<file path="config.mk">
export PLATFORM = sky130hd
export DESIGN_NAME = ccd_frame_seq
export DESIGN_NICKNAME = d
export VERILOG_FILES = /design/src/rtl/ccd_seq_pkg.sv /design/src/rtl/ccd_cycle_timer.sv /design/src/rtl/ccd_step_counter.sv /design/src/rtl/ccd_line_classifier.sv /design/src/rtl/ccd_frame_seq.sv
export SDC_FILE = /design/constraint.sdc
export NUM_CORES = 1
export LEC_CHECK = 0
export CORE_UTILIZATION = 30
export CTS_CLUSTER_DIAMETER = 80
export DETAILED_ROUTE_END_ITERATION = 10
export PLACE_DENSITY = 0.53
export SLEW_MARGIN = 20
export SYNTH_ARGS = -nofsm -noshare
export SYNTH_HDL_FRONTEND = slang
export SYNTH_HIERARCHICAL = 1
export SYNTH_SLANG_ARGS = --single-unit
</file>
<file path="constraint.sdc">
create_clock -name clk -period 6.36 [get_ports clk]
set_input_delay 1.908 -clock clk [delete_from_list [all_inputs] [get_ports clk]]
set_output_delay 1.908 -clock clk [all_outputs]
set_load 0.01 [all_outputs]
</file>
<file path="src/rtl/ccd_seq_pkg.sv">
package ccd_seq_pkg;

    typedef enum logic [3:0] {
        ST_IDLE,
        ST_OBTURATE,
        ST_INTEGRATE,
        ST_ABG_LEAD,
        ST_SHIFT_REQ,
        ST_SHIFT_WAIT,
        ST_ABG_TRAIL,
        ST_LINE_REQ,
        ST_LINE_WAIT,
        ST_DONE
    } seq_state_t;

    typedef enum logic [1:0] {
        LC_DUMMY  = 2'b00,
        LC_DARK   = 2'b01,
        LC_ISOL   = 2'b10,
        LC_USEFUL = 2'b11
    } line_class_t;

endpackage

</file>
<file path="src/rtl/ccd_cycle_timer.sv">
module ccd_cycle_timer #(
    parameter int W = 24
) (
    input  logic         clk,
    input  logic         rst_n,
    input  logic         load,
    input  logic [W-1:0] load_val,
    output logic         expired
);

    logic [W-1:0] remain;

    always_ff @(posedge clk) begin
        if (!rst_n) begin
            remain <= '0;
        end else if (load) begin
            remain <= load_val;
        end else if (remain != '0) begin
            remain <= remain - 1'b1;
        end
    end

    assign expired = (remain == '0);

endmodule

</file>
<file path="src/rtl/ccd_step_counter.sv">
module ccd_step_counter #(
    parameter int LIMIT = 1056,
    parameter int W     = 11
) (
    input  logic         clk,
    input  logic         rst_n,
    input  logic         clr,
    input  logic         inc,
    output logic [W-1:0] count,
    output logic         at_last
);

    localparam logic [W-1:0] LAST_IDX = W'(LIMIT - 1);

    always_ff @(posedge clk) begin
        if (!rst_n) begin
            count <= '0;
        end else if (clr) begin
            count <= '0;
        end else if (inc) begin
            count <= count + 1'b1;
        end
    end

    assign at_last = (count == LAST_IDX);

    AST_NO_OVERFLOW: assert property (@(posedge clk) disable iff (!rst_n)
        inc |-> !at_last);

endmodule

</file>
<file path="src/rtl/ccd_line_classifier.sv">
module ccd_line_classifier
    import ccd_seq_pkg::*;
#(
    parameter int EDGE_LINES   = 1,
    parameter int DARK_LINES   = 12,
    parameter int ISOL_LINES   = 3,
    parameter int USEFUL_LINES = 1024,
    parameter int W            = 11
) (
    input  logic [W-1:0] idx,
    input  logic         enable,
    output line_class_t  cls
);

    localparam int B_TOP_EDGE  = EDGE_LINES;
    localparam int B_TOP_DARK  = B_TOP_EDGE + DARK_LINES;
    localparam int B_TOP_ISOL  = B_TOP_DARK + ISOL_LINES;
    localparam int B_USEFUL    = B_TOP_ISOL + USEFUL_LINES;
    localparam int B_BOT_ISOL  = B_USEFUL + ISOL_LINES;
    localparam int B_BOT_DARK  = B_BOT_ISOL + DARK_LINES;

    int unsigned n;

    always_comb begin
        n = 32'(idx);
        if (!enable) begin
            cls = LC_DUMMY;
        end else if (n < B_TOP_EDGE) begin
            cls = LC_DUMMY;
        end else if (n < B_TOP_DARK) begin
            cls = LC_DARK;
        end else if (n < B_TOP_ISOL) begin
            cls = LC_ISOL;
        end else if (n < B_USEFUL) begin
            cls = LC_USEFUL;
        end else if (n < B_BOT_ISOL) begin
            cls = LC_ISOL;
        end else if (n < B_BOT_DARK) begin
            cls = LC_DARK;
        end else begin
            cls = LC_DUMMY;
        end
    end

endmodule

</file>
<file path="src/rtl/ccd_frame_seq.sv">
module ccd_frame_seq
    import ccd_seq_pkg::*;
#(
    parameter int EDGE_LINES   = 1,
    parameter int DARK_LINES   = 12,
    parameter int ISOL_LINES   = 3,
    parameter int USEFUL_LINES = 1024,
    parameter int GUARD_CYC    = 10,
    parameter int OBT_W        = 16,
    parameter int INT_W        = 24
) (
    input  logic             clk,
    input  logic             rst_n,
    input  logic             start_frame,
    input  logic [OBT_W-1:0] obt_len,
    input  logic [INT_W-1:0] int_len,
    input  logic             vshift_done,
    input  logic             line_done,
    output logic             abg_high,
    output logic             img_clear,
    output logic             vshift_start,
    output logic             line_start,
    output logic             line_active,
    output logic [1:0]       line_class,
    output logic             frame_done
);

    localparam int TOTAL_LINES = 2 * (EDGE_LINES + DARK_LINES + ISOL_LINES) + USEFUL_LINES;
    localparam int LINE_W      = $clog2(TOTAL_LINES);
    localparam int LEN_W       = (INT_W > OBT_W) ? INT_W : OBT_W;
    localparam int TMR_W       = ($clog2(GUARD_CYC + 1) > LEN_W) ? $clog2(GUARD_CYC + 1) : LEN_W;
    localparam logic [TMR_W-1:0] GUARD_LOAD = TMR_W'(GUARD_CYC - 1);

    seq_state_t        state, nxt;
    logic [INT_W-1:0]  int_q;
    logic              tmr_load;
    logic [TMR_W-1:0]  tmr_val;
    logic              tmr_expired;
    logic              cnt_clr, cnt_inc;
    logic [LINE_W-1:0] step_idx;
    logic              step_last;
    line_class_t       cls;

    function automatic logic [TMR_W-1:0] len_to_load(input logic [TMR_W-1:0] len);
        return (len == '0) ? '0 : len - 1'b1;
    endfunction

    ccd_cycle_timer #(.W(TMR_W)) u_timer (
        .clk      (clk),
        .rst_n    (rst_n),
        .load     (tmr_load),
        .load_val (tmr_val),
        .expired  (tmr_expired)
    );

    ccd_step_counter #(.LIMIT(TOTAL_LINES), .W(LINE_W)) u_steps (
        .clk     (clk),
        .rst_n   (rst_n),
        .clr     (cnt_clr),
        .inc     (cnt_inc),
        .count   (step_idx),
        .at_last (step_last)
    );

    ccd_line_classifier #(
        .EDGE_LINES   (EDGE_LINES),
        .DARK_LINES   (DARK_LINES),
        .ISOL_LINES   (ISOL_LINES),
        .USEFUL_LINES (USEFUL_LINES),
        .W            (LINE_W)
    ) u_class (
        .idx    (step_idx),
        .enable (line_active),
        .cls    (cls)
    );

    // State register and captured integration length
    always_ff @(posedge clk) begin
        if (!rst_n) begin
            state <= ST_IDLE;
            int_q <= '0;
        end else begin
            state <= nxt;
            if (state == ST_IDLE && start_frame) begin
                int_q <= int_len;
            end
        end
    end

    // Next state, timer and counter control
    always_comb begin
        nxt      = state;
        tmr_load = 1'b0;
        tmr_val  = '0;
        cnt_clr  = 1'b0;
        cnt_inc  = 1'b0;
        unique case (state)
            ST_IDLE: begin
                if (start_frame) begin
                    tmr_load = 1'b1;
                    if (obt_len != '0) begin
                        nxt     = ST_OBTURATE;
                        tmr_val = len_to_load(TMR_W'(obt_len));
                    end else begin
                        nxt     = ST_INTEGRATE;
                        tmr_val = len_to_load(TMR_W'(int_len));
                    end
                end
            end
            ST_OBTURATE: begin
                if (tmr_expired) begin
                    nxt      = ST_INTEGRATE;
                    tmr_load = 1'b1;
                    tmr_val  = len_to_load(TMR_W'(int_q));
                end
            end
            ST_INTEGRATE: begin
                if (tmr_expired) begin
                    nxt      = ST_ABG_LEAD;
                    tmr_load = 1'b1;
                    tmr_val  = GUARD_LOAD;
                    cnt_clr  = 1'b1;
                end
            end
            ST_ABG_LEAD: begin
                if (tmr_expired) begin
                    nxt = ST_SHIFT_REQ;
                end
            end
            ST_SHIFT_REQ: begin
                nxt = ST_SHIFT_WAIT;
            end
            ST_SHIFT_WAIT: begin
                if (vshift_done) begin
                    if (step_last) begin
                        nxt      = ST_ABG_TRAIL;
                        tmr_load = 1'b1;
                        tmr_val  = GUARD_LOAD;
                        cnt_clr  = 1'b1;
                    end else begin
                        nxt     = ST_SHIFT_REQ;
                        cnt_inc = 1'b1;
                    end
                end
            end
            ST_ABG_TRAIL: begin
                if (tmr_expired) begin
                    nxt = ST_LINE_REQ;
                end
            end
            ST_LINE_REQ: begin
                nxt = ST_LINE_WAIT;
            end
            ST_LINE_WAIT: begin
                if (line_done) begin
                    if (step_last) begin
                        nxt     = ST_DONE;
                        cnt_clr = 1'b1;
                    end else begin
                        nxt     = ST_LINE_REQ;
                        cnt_inc = 1'b1;
                    end
                end
            end
            ST_DONE: begin
                nxt = ST_IDLE;
            end
            default: begin
                nxt = ST_IDLE;
            end
        endcase
    end

    // Moore outputs
    always_comb begin
        abg_high     = 1'b1;
        img_clear    = 1'b0;
        vshift_start = 1'b0;
        line_start   = 1'b0;
        line_active  = 1'b0;
        frame_done   = 1'b0;
        unique case (state)
            ST_IDLE, ST_INTEGRATE: ;
            ST_OBTURATE:   img_clear = 1'b1;
            ST_ABG_LEAD,
            ST_ABG_TRAIL,
            ST_SHIFT_WAIT: abg_high = 1'b0;
            ST_SHIFT_REQ: begin
                abg_high     = 1'b0;
                vshift_start = 1'b1;
            end
            ST_LINE_REQ: begin
                line_start  = 1'b1;
                line_active = 1'b1;
            end
            ST_LINE_WAIT:  line_active = 1'b1;
            ST_DONE:       frame_done  = 1'b1;
            default: ;
        endcase
    end

    assign line_class = cls;

    // Cycles the gate has been low, saturating at the guard length
    int unsigned low_run;
    always_ff @(posedge clk) begin
        if (!rst_n || abg_high) begin
            low_run <= 0;
        end else if (low_run < GUARD_CYC) begin
            low_run <= low_run + 1;
        end
    end

    AST_ABG_LOW_SHIFT: assert property (@(posedge clk) disable iff (!rst_n)
        vshift_start |-> !abg_high);
    AST_CLEAR_GATE_HIGH: assert property (@(posedge clk) disable iff (!rst_n)
        img_clear |-> abg_high);
    AST_LEAD_GUARD: assert property (@(posedge clk) disable iff (!rst_n)
        vshift_start |-> low_run >= GUARD_CYC);
    AST_CLASS_STABLE: assert property (@(posedge clk) disable iff (!rst_n)
        (line_active && !line_start) |-> $stable(line_class));
    AST_DONE_AFTER_LINE: assert property (@(posedge clk) disable iff (!rst_n)
        frame_done |-> $past(line_done));
    AST_PULSES_EXCLUSIVE: assert property (@(posedge clk) disable iff (!rst_n)
        $onehot0({vshift_start, line_start, frame_done, img_clear}));

endmodule

</file>
==> results of run 1 <==
[cells in the mapped netlist (10+ instances only)]
cell | number | share of area
or3_1 | 12 | 0.015
nor2_1 | 41 | 0.031
xnor2_1 | 42 | 0.074
xor2_1 | 37 | 0.065
nand2_1 | 116 | 0.088
o21ai_0 | 26 | 0.026
o31ai_1 | 12 | 0.018
a21oi_1 | 12 | 0.012
nor4_1 | 26 | 0.033
dfxtp_1 | 63 | 0.25
nand3_1 | 16 | 0.016
inv_1 | 10 | 0.0076
and2_1 | 10 | 0.013
nand4_1 | 10 | 0.013
a21boi_0 | 26 | 0.039
nor3_1 | 25 | 0.025
clkbuf_1 | 27 | 0.020
[worst paths after layout]
check,cells past startpoint,to,start,slack [ns]
max reg2reg,11,u_timer/remain[20]$_SDFFE_PN0P_,u_timer/remain[0]$_SDFFE_PN0P_,2.53
max,5,line_class[0],state[3]$_SDFFE_PN0P_,1.65
min,2,int_q[22]$_SDFFE_PN0P_,int_q[22]$_SDFFE_PN0P_,0.50
min reg2reg,2,int_q[22]$_SDFFE_PN0P_,int_q[22]$_SDFFE_PN0P_,0.50
[metrics by stage]
stage                     power (W)  instances  utilization  area (um2)  setup slack [ns]
after floorplan             0.00152        643            -        4970              2.62
after global placement      0.00176        880        0.350        5620              1.42
after detailed placement    0.00177        880        0.350        5620              1.38
after CTS                   0.00229        895        0.369        5920              1.64
after global routing        0.00245        895        0.369        5920              1.44
final                       0.00229        895        0.369        5920              1.65
[critical path, stage by stage, from the launching register on]
cell	delay [ns]
dfxtp_1	0.68
or4b_2	0.67
nand2_1	0.12
inv_1	0.08
nor4_1	0.30
clkdlybuf4s50_1	0.59
[final cells by class]
class / count / area [um2] / share of cell area
clock buffer: 10 / 239 / 0.0404
tap: 216 / 270 / 0.0457
inverter: 10 / 37.5 / 0.00634
timing repair buffer: 57 / 558 / 0.0943
sequential: 63 / 1260 / 0.213
clock inverter: 5 / 56.3 / 0.00951
multi-input combinational: 534 / 3500 / 0.591
[layer usage]
metal / global-route usage / share of wire / vias up
met1: 0.246 / 0.47 / 2286
li1: - / - / 2396
met5: 0 / 0 / -
met2: 0.290 / 0.46 / 120
met3: 0.0293 / 0.044 / 19
met4: 0.0717 / 0.020 / 0
[logic make-up (layout without fill, tap and decap cells)]
logic type / Yosys count / count (layout) / synth area share
xor+xnor: 79 / 79 / 0.139
mux: 2 / 2 / 0.00403
simple gates: 319 / 319 / 0.352
flops: 63 / 63 / 0.254
fa+ha+maj: 8 / 8 / 0.0201
buf+inv: 46 / 82 / 0.0428
compound gates: 126 / 126 / 0.189
[layout by cell type, fill, tap and decap left out, drive strengths merged, types with 3 or more instances in the layout]
cell / count
nor4b: 5
and2: 11
or3: 15
o21ai: 27
nor3: 25
o221ai: 10
buf: 5
o21a: 3
o31ai: 13
clkbuf: 10
xor2: 37
nand4: 13
clkdlybuf4s50: 52
dfxtp: 63
nand2: 116
nor3b: 5
a21oi: 12
inv: 11
a21boi: 26
nor2: 41
nand3: 16
or4: 10
and4: 3
o22ai: 8
a22o: 3
ha: 8
nor4bb: 3
nor4: 32
o31a: 3
nor2b: 5
xnor2: 42
nand2b: 5
[state kept, by name, summed over array words and instances (netlist names)]
register	count
u_steps/count	11
int_q	24
u_timer/remain	24
state	4
[power by group through the flow]
stage | clock (W) | combinational [W] | sequential [W]
6_report | 0.000502 | 0.00116 | 0.000621
5_1_grt | 0.000530 | 0.00128 | 0.000638
4_1_cts | 0.000512 | 0.00116 | 0.000619
3_5_place_dp | 0 | 0.00115 | 0.000627
3_3_place_gp | 0 | 0.00114 | 0.000623
2_1_floorplan | 0 | 0.000951 | 0.000573
==> results.md, run 1 <==
- Critical Path End Type: output port
- Vias in the first global route: approximately 4500
- Drt pass-1 iters: 4
- CTS Buf Count: 9
- Fraction of layout cells with a size suffix above 1: 0.0825
- Vias post-DR: around 4800
- Quantity of gates resized following cts: 0
- Area grow syn2layout: 19.1%
- Post-synth EDFFs: 0
- Setup-failing EPs final: 0
- IO Port Bufs: between 50 and 60
- Fin. Hold Viols: 0
- TritonCTS clock tree: done
- Required time worst endpoint: between 4 and 5 ns
- Worst vdd ir: approximately 0.15 mV
- Hold Crit Class: reg2reg
- NetSw: 0.000997 W
- CTS Sinks: 63
- Core Footprint: around 16000 um2
- Most used flip-flop cell after synthesis: dfxtp_1
- Mean Syn Cell Area: approximately 7.7 um2
- CTS Buffer Depth: 2
- Drt initial violations: a little under 300
- Sw Share: 0.436
- Largest net degree at the start of global routing: 42
- HPWL Detailed: roughly 11 mm
- Yosys warning count: 6
- Detail Route Antenna Nets: 0
- CTS root buffer: clkbuf_16
- Antenna Cells: 0
- H-tree levels: 3
- GP Congestion: 0.895
- Pins Over Slew Limit: 0
- Pleak: between 2 and 2.5 nW
- Initial antenna violation count: 0
- Worst-Margin Slew: 0.948 ns
- Syn Inst Count: 643
- Die area: approximately 17000 um2
- Total grt overflow: 0
- Die Y: around 130 um
- Clock power share: 0.220
- Synthesized flop and latch total: 63
- Fillers: between 1500 and 2000
- Mapped Area: just under 5000 um2
- Clk_lat worst skew: 0.34 ns
- Max-cap violations: 0
- Final nets: between 700 and 800
- Tmin final: 4.71 ns
- Reg power frac: 0.272
- Critical path launch point type: register
- Final TNS setup: 0 ns
- Die X-Extent: between 100 and 150 um
- Ratio of final minimum period to clock period: 0.740
- Relative slew margins: 0.363
- FMAX: between 0.2 and 0.25 GHz
- Post-synth cell types: 75
- Share of flip-flops with an asynchronous set or reset: 0
- Post-Route Skew: 0.00996 ns
- Final WL: approximately 15 mm
- DR vias/cell: between 5 and 6
- Power share of the combinational group: 0.509
- Global Route Usage Sum: 0.182
- Post-CTS Setup Bufs: 0
- CTS Hold Bufs: 0
- First-pass GRT wire length: roughly 24 mm
- Crit Path Max Fanout: 19
- CP Class: reg2out
- Remaining DRCs: 0
- Cell internal pwr: about 0.0013 W
- Routed len/inst: approximately 17 um
- Starting Density: 0.310
- RSZ-0062 raised after global routing: no
- I/O Pins: 53
- Power per standard cell area: around 390 nW/um2
- Sequential element share of the synthesized area: 0.254
- Post-synthesis net count: a little under 700
- Status: complete, no violations
- Reg clk slew, reported paths: about 0.05 ns
- Num rows: 46
- WHS: 0.496 ns
- Crit path DAT: between 2 and 3 ns
(Power assumes the default switching activity.)
==> run 2: changes to the inputs <==
PLACE_DENSITY = 0.54   (was 0.53)
clock period = 4.1 ns   (was 6.36 ns; I/O delays follow)
==> run 2 against run 1 <==
Compared with the run above:
- sequential power rose by 48%
- clock power rose by 66%
- total power rose by 61%
- sequential cell count did not move
- cell count rose by 1.8%
- clock-buffer cell count rose by 1
- wire length barely moved
- critical path depth did not move
- sequential share of layout area fell by 0.50 points
==> results.md, run 2 (synthesis results as in run 1) <==
- Critical path launch point type: register
- Setup slack, reg-to-reg: 0.74 ns (-1.79 ns)
- Quantity of gates resized following cts: 0 (unchanged)
- CTS Hold Bufs: 0 (unchanged)
- NetSw: 0.00158 W (+59%)
- CTS Buffer Depth: 2 (unchanged)
- Num rows: 46 (unchanged)
- Pins Over Slew Limit: 0 (unchanged)
- Final TNS setup: 0 ns (unchanged)
- Post-Route Skew: 0.00922 ns (-0.000744 ns)
- Initial antenna violation count: 0 (unchanged)
- Cell internal pwr: 0.00211 W (+64%)
- Critical Path End Type: output port
- Sw Share: 0.429 (-0.00700)
- Detail Route Antenna Nets: 0 (unchanged)
- Worst-Margin Slew: 0.790 ns (-0.158 ns)
- Global Route Usage Sum: 0.183 (about the same)
- Largest regs: int_q: 24 flops, u_timer/remain: 24 flops, u_steps/count: 11 flops
- Die Y: 131 um (unchanged)
- Pleak: 2.11 nW (+4.3%)
- Crit path DAT: 2.47 ns (-0.33 ns)
- CTS Buf Count: 9 (unchanged)
- Drt pass-1 iters: 4 (unchanged)
- Required time worst endpoint: 2.87 ns (-1.58 ns)
- Die area: 17100 um2 (unchanged)
- Reg clk slew, reported paths: 0.06 ns (about the same)
- Post-CTS Setup Bufs: 0 (unchanged)
- Tmin final: 3.70 ns
- Drt initial violations: 336 (+13%)
- Worst Slack Setup Final: 0.396 ns (-1.26 ns)
- Ratio of final minimum period to clock period: 0.904
- GP Congestion: 0.900 (+0.56%)
- DR vias/cell: 5.36 (-0.43%)
- Largest net degree at the start of global routing: 40 (-4.8%)
- Final nets: 743 (+2.1%)
- Final WL: 15.0 mm (about the same)
- Leading cell type in the layout, fill and taps excluded: nand2_1
- H-tree levels: 3 (unchanged)
- Clock power share: 0.225 (+0.005)
- Remaining DRCs: 0 (unchanged)
- Worst vdd ir: 0.248 mV (+67%)
- Crit Path Max Fanout: 3 (-16)
- Power per standard cell area: 609 nW/um2 (+58%)
- RSZ-0062 raised after global routing: no
- Die X-Extent: 131 um (unchanged)
- Vias post-DR: 4886 (+1.3%)
- WHS: 0.495 ns (-0.000436 ns)
- FMAX: 0.270 GHz
- Status: complete, no violations
- Relative slew margins: 0.466 (+0.103)
- Routed len/inst: 16.5 um (-1.8%)
- Area grow syn2layout: 21.9%
- Most frequent cells in the layout: nand2_1, dfxtp_1, clkdlybuf4s50_1
- Core Footprint: 16100 um2 (unchanged)
- CTS Sinks: 63 (unchanged)
- Reg power frac: 0.250 (-0.022)
- TritonCTS clock tree: done
- Fillers: 1662 (+0.85%)
- Antenna Cells: 0 (unchanged)
- Hold Crit Class: reg2reg
- Power share of the combinational group: 0.525 (+0.016)
- IO Port Bufs: 52 (unchanged)
- Fraction of layout cells with a size suffix above 1: 0.102 (+0.0197)
- CP Class: reg2out
- Clk_lat worst skew: 0.34 ns (about the same)
- Max-cap violations: 0 (unchanged)
- I/O Pins: 53 (unchanged)
- Starting Density: 0.310 (unchanged)
- Dpl ws: 0.279 ns (-1.10 ns)
- CTS root buffer: clkbuf_16
- Vias in the first global route: 4724 (+4.5%)
- Total grt overflow: 0 (unchanged)
- Setup-failing EPs final: 0 (unchanged)
- First-pass GRT wire length: 24.3 mm (+2.1%)
- HPWL Detailed: 11.5 mm (+3.1%)
- Fin. Hold Viols: 0 (unchanged)
## run 2: changes by cell type in the layout (fill, tap and decap cells not counted), sizes merged
cell and change:
buf +15, bufinv +1, clkbuf +1, inv -1
## run 2: worst paths after layout
path                                   from                              end  cells after the start
max                   state[2]$_SDFFE_PN0P_                    line_class[0]                      5
max reg2reg  u_timer/remain[0]$_SDFFE_PN0P_  u_timer/remain[16]$_SDFFE_PN0P_                     11
min                  int_q[11]$_SDFFE_PN0P_           int_q[11]$_SDFFE_PN0P_                      2
min reg2reg          int_q[11]$_SDFFE_PN0P_           int_q[11]$_SDFFE_PN0P_                      2
## run 2: through the flow
stage	utilization	cell area, um2	total power (W)	cells
floorplan	-	4970	0.00236	643
global placement	0.357	5740	0.00282	895
detailed placement	0.357	5740	0.00284	895
CTS	0.377	6060	0.00369	911
global route	0.377	6060	0.00395	911
finish	0.377	6060	0.00369	911
## run 2: worst max-delay path, stage by stage (launching register included)
cell and delay [ns]:
dfxtp_1 0.31, or4b_2 0.72, nand2_1 0.15, inv_1 0.09, nor4_1 0.29, clkdlybuf4s50_1 0.58
## run 2: layout make-up
cell class,instances,area (um2),area share
Sequential cell,63,1260,0.208
Timing Repair Buffer,72,671,0.111
Clock buffer,11,243,0.0400
Clock inverter,5,81.3,0.0134
Inverter,10,37.5,0.00619
Tap cell,216,270,0.0446
Multi-Input combinational cell,534,3500,0.577
## run 2: power by group through the flow
stage	sequential [W]	combinational (W)	clock, W
4_1_cts	0.000918	0.00192	0.000844
3_3_place_gp	0.000925	0.00189	0
5_1_grt	0.000946	0.00214	0.000872
3_5_place_dp	0.000930	0.00191	0
2_1_floorplan	0.000889	0.00147	0
6_report	0.000921	0.00194	0.000831
## run 2: routing by layer
metal  GRT usage  wire length, um
met3      0.0269              370
met4      0.0703              309
met1       0.246             7310
met2       0.293             7010
met5           0                0
